==> config.mk <==
export PLATFORM = sky130hd
export DESIGN_NAME = vol_ramp_atten
export DESIGN_NICKNAME = d
export VERILOG_FILES = /design/src/rtl/vra_pkg.sv /design/src/rtl/vra_cmd_regs.sv /design/src/rtl/vra_ramp.sv /design/src/rtl/vra_scale.sv /design/src/rtl/vol_ramp_atten.sv
export SDC_FILE = /design/constraint.sdc
export NUM_CORES = 1
export LEC_CHECK = 0
export ABC_AREA = 1
export CELL_PAD_IN_SITES_DETAIL_PLACEMENT = 2
export CELL_PAD_IN_SITES_GLOBAL_PLACEMENT = 2
export CORE_MARGIN = 1
export CORE_UTILIZATION = 30
export DETAILED_ROUTE_END_ITERATION = 12
export MAX_ROUTING_LAYER = met4
export PLACE_DENSITY_LB_ADDON = 0.1
export SYNTH_ARGS = -nofsm -noshare
export SYNTH_HDL_FRONTEND = slang
export SYNTH_SLANG_ARGS = --single-unit
==> constraint.sdc <==
create_clock -name clk -period 14.3 [get_ports clk]
set_clock_uncertainty 0.05 [all_clocks]
set_input_delay 1.43 -clock clk [delete_from_list [all_inputs] [get_ports clk]]
set_output_delay 1.43 -clock clk [all_outputs]
set_load 0.1 [all_outputs]
==> src/rtl/vra_pkg.sv <==
package vra_pkg;
    localparam int OP_W  = 8;
    localparam int ATT_W = 8;
    localparam logic [OP_W-1:0] OP_SET_LEVEL  = 8'h84;
    localparam logic [OP_W-1:0] OP_SET_ENABLE = 8'h83;

    typedef struct packed {
        logic [ATT_W-1:0] atten;
        logic             enable;
    } cfg_t;
endpackage

==> src/rtl/vra_cmd_regs.sv <==
module vra_cmd_regs
    import vra_pkg::*;
#(
    parameter int RESET_ATTEN = 64
) (
    input  logic             clk,
    input  logic             rst_n,
    input  logic             cmd_valid,
    input  logic [OP_W-1:0]  cmd_op,
    input  logic [ATT_W-1:0] cmd_data,
    output cfg_t             cfg_o
);
    cfg_t st_d, st_q;

    always_comb begin
        st_d = st_q;
        if (cmd_valid && cmd_op == OP_SET_LEVEL) begin
            st_d.atten = cmd_data;
        end
        if (cmd_valid && cmd_op == OP_SET_ENABLE) begin
            st_d.enable = cmd_data[0];
        end
    end

    always_ff @(posedge clk) begin
        if (!rst_n) begin
            st_q.atten  <= ATT_W'(RESET_ATTEN);
            st_q.enable <= 1'b0;
        end else begin
            st_q <= st_d;
        end
    end

    assign cfg_o = st_q;

    // only the matching opcode may touch each field
    a_r3_level_untouched: assert property (@(posedge clk) disable iff (!rst_n)
        !(cmd_valid && cmd_op == OP_SET_LEVEL) |=> $stable(st_q.atten));
    a_r3_enable_untouched: assert property (@(posedge clk) disable iff (!rst_n)
        !(cmd_valid && cmd_op == OP_SET_ENABLE) |=> $stable(st_q.enable));
endmodule

==> src/rtl/vra_ramp.sv <==
module vra_ramp #(
    parameter int LVL_W       = 9,
    parameter int STEP_PERIOD = 4
) (
    input  logic             clk,
    input  logic             rst_n,
    input  logic             strobe_i,
    input  logic [LVL_W-1:0] target_i,
    output logic [LVL_W-1:0] level_o
);
    localparam int CNT_W = (STEP_PERIOD > 1) ? $clog2(STEP_PERIOD) : 1;
    localparam logic [CNT_W-1:0] CNT_LAST = CNT_W'(STEP_PERIOD - 1);
    localparam logic [LVL_W-1:0] UNITY    = LVL_W'(1) << (LVL_W - 1);

    typedef struct packed {
        logic [LVL_W-1:0] lvl;
        logic [CNT_W-1:0] cnt;
    } ramp_t;

    ramp_t st_d, st_q;

    always_comb begin
        st_d = st_q;
        if (strobe_i) begin
            if (st_q.cnt == CNT_LAST) begin
                st_d.cnt = '0;
                if (st_q.lvl < target_i) begin
                    st_d.lvl = st_q.lvl + 1'b1;
                end else if (st_q.lvl > target_i) begin
                    st_d.lvl = st_q.lvl - 1'b1;
                end
            end else begin
                st_d.cnt = st_q.cnt + 1'b1;
            end
        end
    end

    always_ff @(posedge clk) begin
        if (!rst_n) begin
            st_q.lvl <= UNITY;
            st_q.cnt <= '0;
        end else begin
            st_q <= st_d;
        end
    end

    assign level_o = st_q.lvl;

    // single-unit moves, and only on a wrapping strobe
    a_r5_unit_step: assert property (@(posedge clk) disable iff (!rst_n)
        (st_q.lvl != $past(st_q.lvl)) |->
        (st_q.lvl == $past(st_q.lvl) + 1'b1 || st_q.lvl == $past(st_q.lvl) - 1'b1));
    a_r5_on_wrap: assert property (@(posedge clk) disable iff (!rst_n)
        (st_q.lvl != $past(st_q.lvl)) |->
        ($past(strobe_i) && $past(st_q.cnt) == CNT_LAST));
    // every move heads toward the target in force at that edge
    a_r6_up_toward: assert property (@(posedge clk) disable iff (!rst_n)
        (st_q.lvl > $past(st_q.lvl)) |-> ($past(target_i) > $past(st_q.lvl)));
    a_r6_down_toward: assert property (@(posedge clk) disable iff (!rst_n)
        (st_q.lvl < $past(st_q.lvl)) |-> ($past(target_i) < $past(st_q.lvl)));
    // level stays within 0..unity
    a_r9_in_range: assert property (@(posedge clk) disable iff (!rst_n)
        st_q.lvl <= UNITY);
endmodule

==> src/rtl/vra_scale.sv <==
module vra_scale #(
    parameter int DATA_W = 16,
    parameter int LVL_W  = 9
) (
    input  logic signed [DATA_W-1:0] smp_i,
    input  logic        [LVL_W-1:0]  level_i,
    output logic signed [DATA_W-1:0] smp_o
);
    localparam int PW    = DATA_W + LVL_W + 1;
    localparam int SHIFT = LVL_W - 1;
    localparam logic signed [PW-1:0] ROUND_ADJ = PW'((1 << SHIFT) - 1);
    localparam logic signed [PW-1:0] MAXV = PW'((1 << (DATA_W - 1)) - 1);
    localparam logic signed [PW-1:0] MINV = -MAXV - PW'(1);

    logic signed [PW-1:0] a_ext, b_ext, prod, adj, quo;

    always_comb begin
        a_ext = PW'(smp_i);
        b_ext = PW'(level_i);
        prod  = a_ext * b_ext;
        adj   = prod[PW-1] ? (prod + ROUND_ADJ) : prod;
        quo   = adj >>> SHIFT;
        if (quo > MAXV) begin
            smp_o = MAXV[DATA_W-1:0];
        end else if (quo < MINV) begin
            smp_o = MINV[DATA_W-1:0];
        end else begin
            smp_o = quo[DATA_W-1:0];
        end
    end
endmodule

==> src/rtl/vol_ramp_atten.sv <==
module vol_ramp_atten
    import vra_pkg::*;
#(
    parameter int DATA_W      = 16,
    parameter int LVL_W       = 9,
    parameter int STEP_PERIOD = 4,
    parameter int RESET_ATTEN = 64
) (
    input  logic                     clk,
    input  logic                     rst_n,
    input  logic                     cmd_valid,
    input  logic [OP_W-1:0]          cmd_op,
    input  logic [ATT_W-1:0]         cmd_data,
    input  logic                     smp_strobe,
    input  logic signed [DATA_W-1:0] smp_in_l,
    input  logic signed [DATA_W-1:0] smp_in_r,
    output logic signed [DATA_W-1:0] smp_out_l,
    output logic signed [DATA_W-1:0] smp_out_r,
    output logic                     smp_out_valid
);
    localparam int NCH = 2;
    localparam logic [LVL_W-1:0] UNITY = LVL_W'(1) << (LVL_W - 1);

    typedef struct packed {
        logic [NCH-1:0][DATA_W-1:0] smp;
        logic                       vld;
    } out_t;

    cfg_t             cfg;
    logic [LVL_W-1:0] target, level;
    logic [NCH-1:0][DATA_W-1:0] ch_in, ch_scaled;
    out_t             st_d, st_q;

    vra_cmd_regs #(.RESET_ATTEN(RESET_ATTEN)) u_cmd (
        .clk      (clk),
        .rst_n    (rst_n),
        .cmd_valid(cmd_valid),
        .cmd_op   (cmd_op),
        .cmd_data (cmd_data),
        .cfg_o    (cfg)
    );

    assign target = cfg.enable ? LVL_W'(cfg.atten) : UNITY;

    vra_ramp #(.LVL_W(LVL_W), .STEP_PERIOD(STEP_PERIOD)) u_ramp (
        .clk     (clk),
        .rst_n   (rst_n),
        .strobe_i(smp_strobe),
        .target_i(target),
        .level_o (level)
    );

    assign ch_in[0] = smp_in_l;
    assign ch_in[1] = smp_in_r;

    for (genvar c = 0; c < NCH; c++) begin : g_ch
        vra_scale #(.DATA_W(DATA_W), .LVL_W(LVL_W)) u_scale (
            .smp_i  (ch_in[c]),
            .level_i(level),
            .smp_o  (ch_scaled[c])
        );
    end

    always_comb begin
        st_d     = st_q;
        st_d.vld = smp_strobe;
        if (smp_strobe) begin
            st_d.smp = ch_scaled;
        end
    end

    always_ff @(posedge clk) begin
        if (!rst_n) begin
            st_q <= '0;
        end else begin
            st_q <= st_d;
        end
    end

    assign smp_out_l     = st_q.smp[0];
    assign smp_out_r     = st_q.smp[1];
    assign smp_out_valid = st_q.vld;

    // a strobe yields a valid flag on the next cycle
    a_r4_valid_follows: assert property (@(posedge clk) disable iff (!rst_n)
        smp_strobe |=> smp_out_valid);
    // no strobe, no valid flag and no change on the outputs
    a_r8_hold: assert property (@(posedge clk) disable iff (!rst_n)
        !smp_strobe |=> (!smp_out_valid && $stable(smp_out_l) && $stable(smp_out_r)));
    // the magnitude of an output never exceeds the magnitude of its input
    a_r4_no_gain: assert property (@(posedge clk) disable iff (!rst_n)
        (smp_strobe && smp_in_l >= 0) |=> (smp_out_l >= 0 && smp_out_l <= $past(smp_in_l)));
endmodule

=== Word-level counts from Yosys, hierarchy flattened ===
Cells that the tools add are included.

* Bits in writable memories: 0
* ROM bits: 0
* Word-level logic and storage cells: 37
* Output and inout bits: 33
* Input port bits: 52
* Memories: 0
* Latch bits: 0
* Bits in registers: 53

* $lt $le $gt $ge: 6
* Muxes and demuxes: 10
* Shift-type cells: 0
* Bitwise logic cells: 0
* Divide/modulo/power cells: 0
* Reduce and logical (&&, ||, !) cells: 4
* Equal/unequal tests: 3
* Multiply operators: 2
* Add/subtract/negate cells: 5

{| class="wikitable"
|+ Operators with widths
! operator !! count
|-
| $mux 16 || 4
|-
| $add 26x9->26 const B || 2
|-
| $mul 16x10->26 || 2
|-
| $mux 26 || 2
|-
| $gt 18x16->1 const B || 2
|-
| $lt 18x16->1 const B || 2
|-
| $mux 9 || 3
|-
| $eq 8x8->1 const B || 2
|-
| $add 9x1->9 const B || 1
|-
| $gt 9x9->1 || 1
|-
| $lt 9x9->1 || 1
|-
| $sub 9x1->9 const B || 1
|-
| $reduce_and 3->1 || 1
|-
| $add 2x1->2 const B || 1
|-
| $eq 2x2->1 const B || 1
|-
| $logic_and 1x1->1 || 2
|-
| $mux 2 || 1
|-
| $reduce_bool 2->1 || 1
|}

=== Depth between registers and ports, before layout ===
Gate-level depths: netlist of the first run.

* Depth after elaboration: 6
* Gate-level depth with buffers: 35
* Depth with buffers taken out: 32

=== Hierarchy ===
A second synthesis of the first run with hierarchy kept.

* Cells, all modules: 2,563
* Area, all modules: 16,797.4 um^2

{| class="wikitable"
|+ Modules (own cells, without submodules)
! module !! sequential area each (um^2) !! area an instance (um^2) !! instances !! cells an instance
|-
| vra_scale at g_ch[0].u_scale || 0.0 || 7,066.8 || 1 || 1,088
|-
| vra_scale at g_ch[1].u_scale || 0.0 || 6,721.4 || 1 || 1,022
|-
| vol_ramp_atten || 660.6 || 1,428.9 || 1 || 224
|-
| vra_ramp || 220.2 || 1,108.6 || 1 || 155
|-
| vra_cmd_regs || 180.2 || 471.7 || 1 || 74
|}

=== Least setup slack after synthesis of the first run ===
OpenSTA, ideal clock, no wires.

* Path kind: input port to flip-flop
* From: input smp_in_l[15]
* To: register st_q, in the netlist smp_out_l[8]
* Path buffers: 2
* Stages: 31
* Setup time: 0.120 ns
* Arrival: 6.618 ns
* Data required time: 14.130 ns
* Setup slack: 7.512 ns
* Path through: buf_4 nand2_1 inv_1 fa_1 inv_1 fa_1 inv_1 fa_1 fa_1 inv_1 fa_1 inv_1 ha_1 nand2_1 nor2_1 inv_1 nor2_1 nand4_1 nand4_1 nand3_1 nor2_1 nand4_2 inv_2 nand2_1 nand2_1 nand2_1 nand2_1 nand2_2 buf_6 nor2_1 nor2_1

* Word-level cells in the longest chain between the ends: 6
* Elaborated cells between the ends (all ways): 7
* Classes of those cells: 1 x add/sub; 1 x mul; 2 x order compare; 3 x mux

{| class="wikitable"
|+ RTL lines
! element !! line !! RTL
|-
| from (decl) || vol_ramp_atten.sv:15 || <nowiki>input logic signed [DATA_W-1:0] smp_in_l,</nowiki>
|-
| $mul 16x10->26 * || vra_scale.sv:20 || <nowiki>prod = a_ext * b_ext;</nowiki>
|-
| $add 26x9->26 || vra_scale.sv:21 || <nowiki>adj = prod[PW-1] ? (prod + ROUND_ADJ) : prod;</nowiki>
|-
| $mux 26 * || vra_scale.sv:21 ||
|-
| $lt 18x16->1 || vra_scale.sv:25 || <nowiki>end else if (quo < MINV) begin</nowiki>
|-
| $mux 16 || vra_scale.sv:25 ||
|-
| $mux 16 * || vra_scale.sv:23 || <nowiki>if (quo > MAXV) begin</nowiki>
|-
| to (signal assigned) || vol_ramp_atten.sv:76 || <nowiki>st_q <= st_d;</nowiki>
|-
| to (decl) || vol_ramp_atten.sv:32 || <nowiki>out_t st_d, st_q;</nowiki>
|}

Mark *: on every way between the ends. The rest lies on a longest branch, timed or not.
A chain may end at the register's enable or synchronous reset.

=== Worst setup path after layout of the first run ===
* From: input smp_in_l[15]
* To: register st_q, in the netlist smp_out_l[4]

Same word-level chain as after synthesis.

==> results.sh, run 1 <==
export IMPL_status="complete, no violations"
export IMPL_dp_hpwl_mm=40.3
export IMPL_avgSynthCellArea_sq_um=6.94
export IMPL_ys_top_cells_by_area="fa_1, nand2_1, inv_1"
export IMPL_vias=13300
export IMPL_fp_dieW_microns=226
export IMPL_syn_inst=2175
export IMPL_timing_final_crit_share_pct=55.9
export IMPL_core_sq_um=49300
export IMPL_cts_root_buffer_cell="clkbuf_16"
export IMPL_initial_core_util_pct=30.6
export IMPL_final_nets=2622
export IMPL_cp_arrival_ps=8180
export IMPL_max_slew_worst_pin_slew_ps=1020
export IMPL_path_clk_slew_ps=70
export IMPL_whs_ps=435
export IMPL_initialDrtViolationCount=338
export IMPL_cts_repair_resized=0
export IMPL_end_kind="register"
export IMPL_yosys_area_top_type_share_pct=32.5
export IMPL_cts_buffer_depth=2
export IMPL_max_freq_mhz=125
export IMPL_finalCriticalPeriod_ps=7990
export IMPL_synth_ff_type="dfxtp_1"
export IMPL_crit_required_ps=14490
export IMPL_rsz0062_at_grt="false"
export IMPL_powerDensity_nw_per_um2=31.1
export IMPL_grt_max_degree=53
export IMPL_insertion_delay_ps=300
export IMPL_synth_area_sq_um=15100
export IMPL_finalSetupTns_ps=0
export IMPL_startpoint_type="input pin"
export IMPL_htreeDepth=2
export IMPL_setup_viol=0
export IMPL_firstDrtPassIters=4
export IMPL_maxUsedRoutingLayer="met4"
export IMPL_finalWirelength_mm=47.2
export IMPL_hold_viol_final=0
export IMPL_antenna_found_initial=1
export IMPL_ir_worst_vdd_uv=42.3
export IMPL_track_usage_pct=19.8
export IMPL_min_delay_start="u_ramp.st_q[1]$_SDFFE_PN0P_"
export IMPL_cts_setup_buffers=0
export IMPL_grt_pass1_vias=15000
export IMPL_worst_path_max_fanout=15
export IMPL_syn_to_final_growth_pct=10.4
export IMPL_cts_sinks=53
export IMPL_grt_first_pass_wirelength_mm=79.2
export IMPL_met1_length_mm=24.2
export IMPL_setup_worst_path_class="input pin to register"
export IMPL_critical_path_startpoint="smp_in_l[15]"
export IMPL_grt_overflow=0
export IMPL_drc=0
export IMPL_cap_violations=0
export IMPL_synthesis_nets=2603
export IMPL_fp_dieArea_sq_um=51200
export IMPL_num_rows=81
export IMPL_port_buffers=84
export IMPL_leakage_nw=10.2
export IMPL_maxSlewHeadroom_pct=31.7
export IMPL_ys_seq_area_share_pct=7.03
export IMPL_dr_wl_met2_mm=21.7
export IMPL_ant_nets=0
export IMPL_synth_top_cell_by_area="fa_1"
export IMPL_reg2reg_from="u_ramp.level_o[1]$_SDFFE_PN0P_"
export IMPL_ioPinCount=85
export IMPL_synth_seq_cells=53
export IMPL_die_y_microns=226
export IMPL_ys_warn_count=0
export IMPL_wire_per_inst_microns=16.5
export IMPL_synth_edff_count=0
export IMPL_hold_path_class="register to register"
export IMPL_gp_congestion=0.837
export IMPL_yosysUniqueCellTypes=47
export IMPL_via_per_inst=4.65
export IMPL_slew_viol_final=0
export IMPL_dr_wl_met3_microns=779
export IMPL_async_flop_share_pct=0
export IMPL_drive_gt1_share_pct=3.28
export IMPL_cts_hold_buf=0
export IMPL_cts_buffers=5
export IMPL_tritoncts="built"
-- worst paths after layout --
path | depth (start not counted) | slack (ps) | to
worst max-delay path | 27 | 6310 | smp_out_l[4]$_SDFFE_PN0P_
worst min-delay path | 2 | 430 | u_ramp.st_q[1]$_SDFFE_PN0P_
worst max register to register | 28 | 7040 | smp_out_l[4]$_SDFFE_PN0P_
worst min register to register | 2 | 430 | u_ramp.st_q[1]$_SDFFE_PN0P_
-- placed cells by master, fill, tap and decap left out, types with 3 or more instances in the layout --
cell type / instances
o21ai_1: 3
buf_4: 11
a21oi_1: 84
nand4_1: 27
nand2_2: 20
nand3_2: 6
dfxtp_1: 53
nor2_2: 3
inv_1: 545
nor4_1: 3
nor3_1: 9
a21o_1: 8
xor2_1: 20
nand3_1: 74
o21ai_0: 71
clkdlybuf4s50_1: 84
nand2_1: 597
nand4_2: 3
xnor2_1: 12
clkbuf_16: 5
a21oi_2: 11
nor2_1: 139
fa_1: 245
a31oi_1: 3
ha_1: 131
-- per-layer routing --
layer / up-vias / GRT usage, %
met5: - / -
met4: 0 / 2.94
met3: 16 / 0.479
li1: 6441 / -
met2: 111 / 32.2
met1: 6731 / 28.1
-- kinds of logic (layout without fill, tap and decap cells) --
group,count (synthesis),count (layout),share of synthesized area [%]
DFF,53,53,7.03
other,0,1,0
xor gates and xnor gates,35,35,2.18
and+or+nand+nor,889,889,24.4
AOI/OAI and AO/OA,192,192,7.10
adders and majority gates,376,376,43.4
buffers and inverters,630,650,16.0
-- critical path, cell delays in order --
cell             delay (ps)
clkdlybuf4s50_1         590
nand2_1                 210
inv_1                   100
fa_1                    710
inv_1                   110
fa_1                    540
inv_1                    50
fa_1                    460
fa_1                    540
inv_1                    50
fa_1                    490
inv_1                    40
ha_1                    360
nand2_1                 120
nor2_1                  200
inv_1                    60
nor2_1                  220
nand4_1                 150
nand4_1                 150
nand2_1                  80
nor2_1                  150
nand4_1                 180
o21ai_0                 560
nand2_1                 140
nand2_2                 250
nor2_1                  100
nor2_1                  110
-- stage by stage --
| stage | utilization (%) | total power, mW | worst slack (ps) | cell area (sq um) | instances |
|---|---|---|---|---|---|
| after floorplan | - | 0.315 | 7510 | 15100 | 2175 |
| after global placement | 33.5 | 0.379 | 6010 | 16500 | 2851 |
| after detailed placement | 33.5 | 0.383 | 5870 | 16500 | 2851 |
| after CTS | 33.8 | 0.528 | 6140 | 16700 | 2859 |
| after global routing | 33.8 | 0.551 | 5730 | 16700 | 2860 |
| final | 33.8 | 0.518 | 6310 | 16700 | 2860 |
-- cell usage after synthesis, types with 9 or more instances --
master    count
a21oi_1      84
a21oi_2      11
clkbuf_1     72
dfxtp_1      53
fa_1        245
ha_1        131
inv_1       545
nand2_1     597
nand2_2      20
nand3_1      74
nand4_1      27
nor2_1      139
nor3_1        9
o21ai_0      71
xnor2_1      12
xor2_1       20
-- layout make-up --
type                       count  area, sq um
antenna                        1         2.50
fill                        6038        32600
inverter                     547         2050
sequential                    53         1060
clock buffer                   5          125
clock inverter                 3         43.8
timing repair buffer          95          923
multi-input combinational   1492        11600
tap                          664          831
-- report_power, final --
group / internal, mW / total (mW) / switching (mW)
Clock: 0.0830 / 0.142 / 0.0587
Combinational: 0.0626 / 0.216 / 0.154
Sequential: 0.156 / 0.160 / 0.00428
Total: 0.301 / 0.518 / 0.217
-- registers in the layout, indices dropped and copies added (netlist names) --
register        count
u_ramp.st_q         2
smp_out_valid       1
smp_out_l          16
u_cmd.cfg_o         9
smp_out_r          16
u_ramp.level_o      9
Power figures use the tool's default switching activity.
==> run 2: changes to the inputs <==
==> constraint.sdc (replaced) <==
create_clock -name clk -period 7.3 [get_ports clk]
set_clock_uncertainty 0.05 [all_clocks]
set_input_delay 0.73 -clock clk [delete_from_list [all_inputs] [get_ports clk]]
set_output_delay 0.73 -clock clk [all_outputs]
set_load 0.1 [all_outputs]
==> run 2 against run 1 <==
Against the previous run:
- worst setup slack worse by 5800 ps
- power up 94%
- register-to-register slack worse by 6300 ps
- flip-flop and latch count unchanged
- count of clock-buffer cells in the layout up 1
- final area up 1.7%
- combinational power up 100%
- largest cell class unchanged
- non-clock buffer count up 32
==> results.sh, run 2 (synthesis gave the netlist of run 1 again) <==
export IMPL_status="complete, no violations"
export IMPL_cap_violations=0
export IMPL_grt_first_pass_wirelength_mm=80.1
export IMPL_leakage_nw=10.4
export IMPL_min_delay_start="u_cmd.cfg_o[7]$_SDFFE_PN1P_"
export IMPL_path_buf_inv=7
export IMPL_slew_viol_final=0
export IMPL_ant_nets=0
export IMPL_cp_arrival_ps=7020
export IMPL_core_sq_um=49300
export IMPL_grt_max_degree=53
export IMPL_port_buffers=84
export IMPL_fill_cells=5932
export IMPL_layout_commonest_cell="nand2_1"
export IMPL_die_y_microns=226
export IMPL_dp_cells=2883
export IMPL_htreeDepth=2
export IMPL_antenna_found_initial=0
export IMPL_final_cell_mix="nand2_1, inv_1, fa_1"
export IMPL_end_kind="register"
export IMPL_place_area_sq_um=16800
export IMPL_num_rows=81
export IMPL_vias=13500
export IMPL_startpoint_type="input pin"
export IMPL_crit_path_max_incr_delay_ps=630
export IMPL_cts_sinks=53
export IMPL_ioPinCount=85
export IMPL_powerDensity_nw_per_um2=59.2
export IMPL_max_freq_mhz=146
export IMPL_fin_cells=2891
export IMPL_grt_pass1_vias=15300
export IMPL_setup_worst_path_class="input pin to register"
export IMPL_initial_core_util_pct=30.6
export IMPL_hold_viol_final=0
export IMPL_path_clk_slew_ps=70
export IMPL_crit_required_ps=7490
export IMPL_hold_path_class="register to register"
export IMPL_insertion_delay_ps=300
export IMPL_cts_buffer_depth=2
export IMPL_syn_to_final_growth_pct=12.3
export IMPL_power_mw=1.00
export IMPL_fp_dieW_microns=226
export IMPL_final_nets=2654
export IMPL_track_usage_pct=20.2
export IMPL_grt_overflow=0
export IMPL_cts_root_buffer_cell="clkbuf_16"
export IMPL_cp_top_family="adder cells"
export IMPL_firstDrtPassIters=4
export IMPL_num_antenna_cells=0
export IMPL_design_area_sq_um=16900
export IMPL_initialDrtViolationCount=320
export IMPL_dp_hpwl_mm=42.0
export IMPL_finalSetupTns_ps=0
export IMPL_drc=0
export IMPL_crit_slowest_cell="clkdlybuf4s50_1"
export IMPL_maxSlewHeadroom_pct=31.7
export IMPL_whs_ps=436
export IMPL_via_per_inst=4.67
export IMPL_max_slew_worst_pin_slew_ps=1020
export IMPL_finalCriticalPeriod_ps=6840
export IMPL_ir_worst_vdd_uv=111
export IMPL_finalWirelength_mm=48.0
export IMPL_fp_dieArea_sq_um=51200
export IMPL_crit_top_cell="inv_1"
export IMPL_critical_path_startpoint="smp_in_r[15]"
export IMPL_wire_per_inst_microns=16.6
export IMPL_gp_congestion=0.815
export IMPL_reg2reg_slack_ps=740
export IMPL_drive_gt1_share_pct=4.71
export IMPL_rsz0062_at_grt="false"
export IMPL_cts_buffers=5
export IMPL_timing_final_crit_share_pct=93.6
export IMPL_setup_viol=0
export IMPL_tritoncts="built"
export IMPL_reg2reg_from="u_ramp.level_o[5]$_SDFFE_PN0P_"
export IMPL_worst_path_max_fanout=15
==> run 2: timing repair <==
action	4_1_cts	5_1_grt
hold endpoints to repair	0	0
resized for setup	0	8
buffers inserted	0	0
setup endpoints to repair	0	19
hold buffers	0	0
==> run 2: power by group <==
group          switching, mW  total, mW  internal (mW)
Combinational          0.303      0.435          0.131
Sequential           0.00883      0.314          0.305
Clock                  0.117      0.255          0.139
==> run 2: routing by layer <==
| layer | up-vias | wire (microns) | global-route usage [%] | part of all wire (%) |
|---|---|---|---|---|
| met3 | 17 | 800 | 0.622 | 1.7 |
| met1 | 6862 | 25300 | 29.0 | 53 |
| met2 | 101 | 21500 | 32.4 | 45 |
| li1 | 6510 | - | - | - |
| met4 | 0 | 323 | 2.42 | 0.67 |
| met5 | - | 0 | - | 0 |
==> run 2: through the flow <==
stage / setup WS (ps) / util (%)
3_3_place_gp: -78.6 / 34.0
5_1_grt: 5.34 / 34.4
2_1_floorplan: 1210 / -
3_5_place_dp: -203 / 34.0
4_1_cts: 122 / 34.4
6_report: 465 / 34.4
==> run 2: path summary, 6_finish.rpt <==
check,endpoint,depth (start not counted)
worst max-delay path,smp_out_r[13]$_SDFFE_PN0P_,25
worst min-delay path,u_cmd.cfg_o[7]$_SDFFE_PN1P_,2
worst max register to register,smp_out_r[13]$_SDFFE_PN0P_,26
worst min register to register,u_cmd.cfg_o[7]$_SDFFE_PN1P_,2
==> run 2: layout make-up <==
cell class	instances	area [sq um]	share of cell area, %
Multi-Input combinational cell	1492	11600	68.6
Timing Repair Buffer	127	1210	7.16
Tap cell	664	831	4.90
Clock inverter	2	17.5	0.103
Inverter	547	2050	12.1
Clock buffer	6	139	0.820
Sequential cell	53	1060	6.27
==> run 2: tightest hold or removal path, stage by stage (launching register included) <==
cell     delay (ps)
dfxtp_1         330
nand2_1          60
nand3_1          70
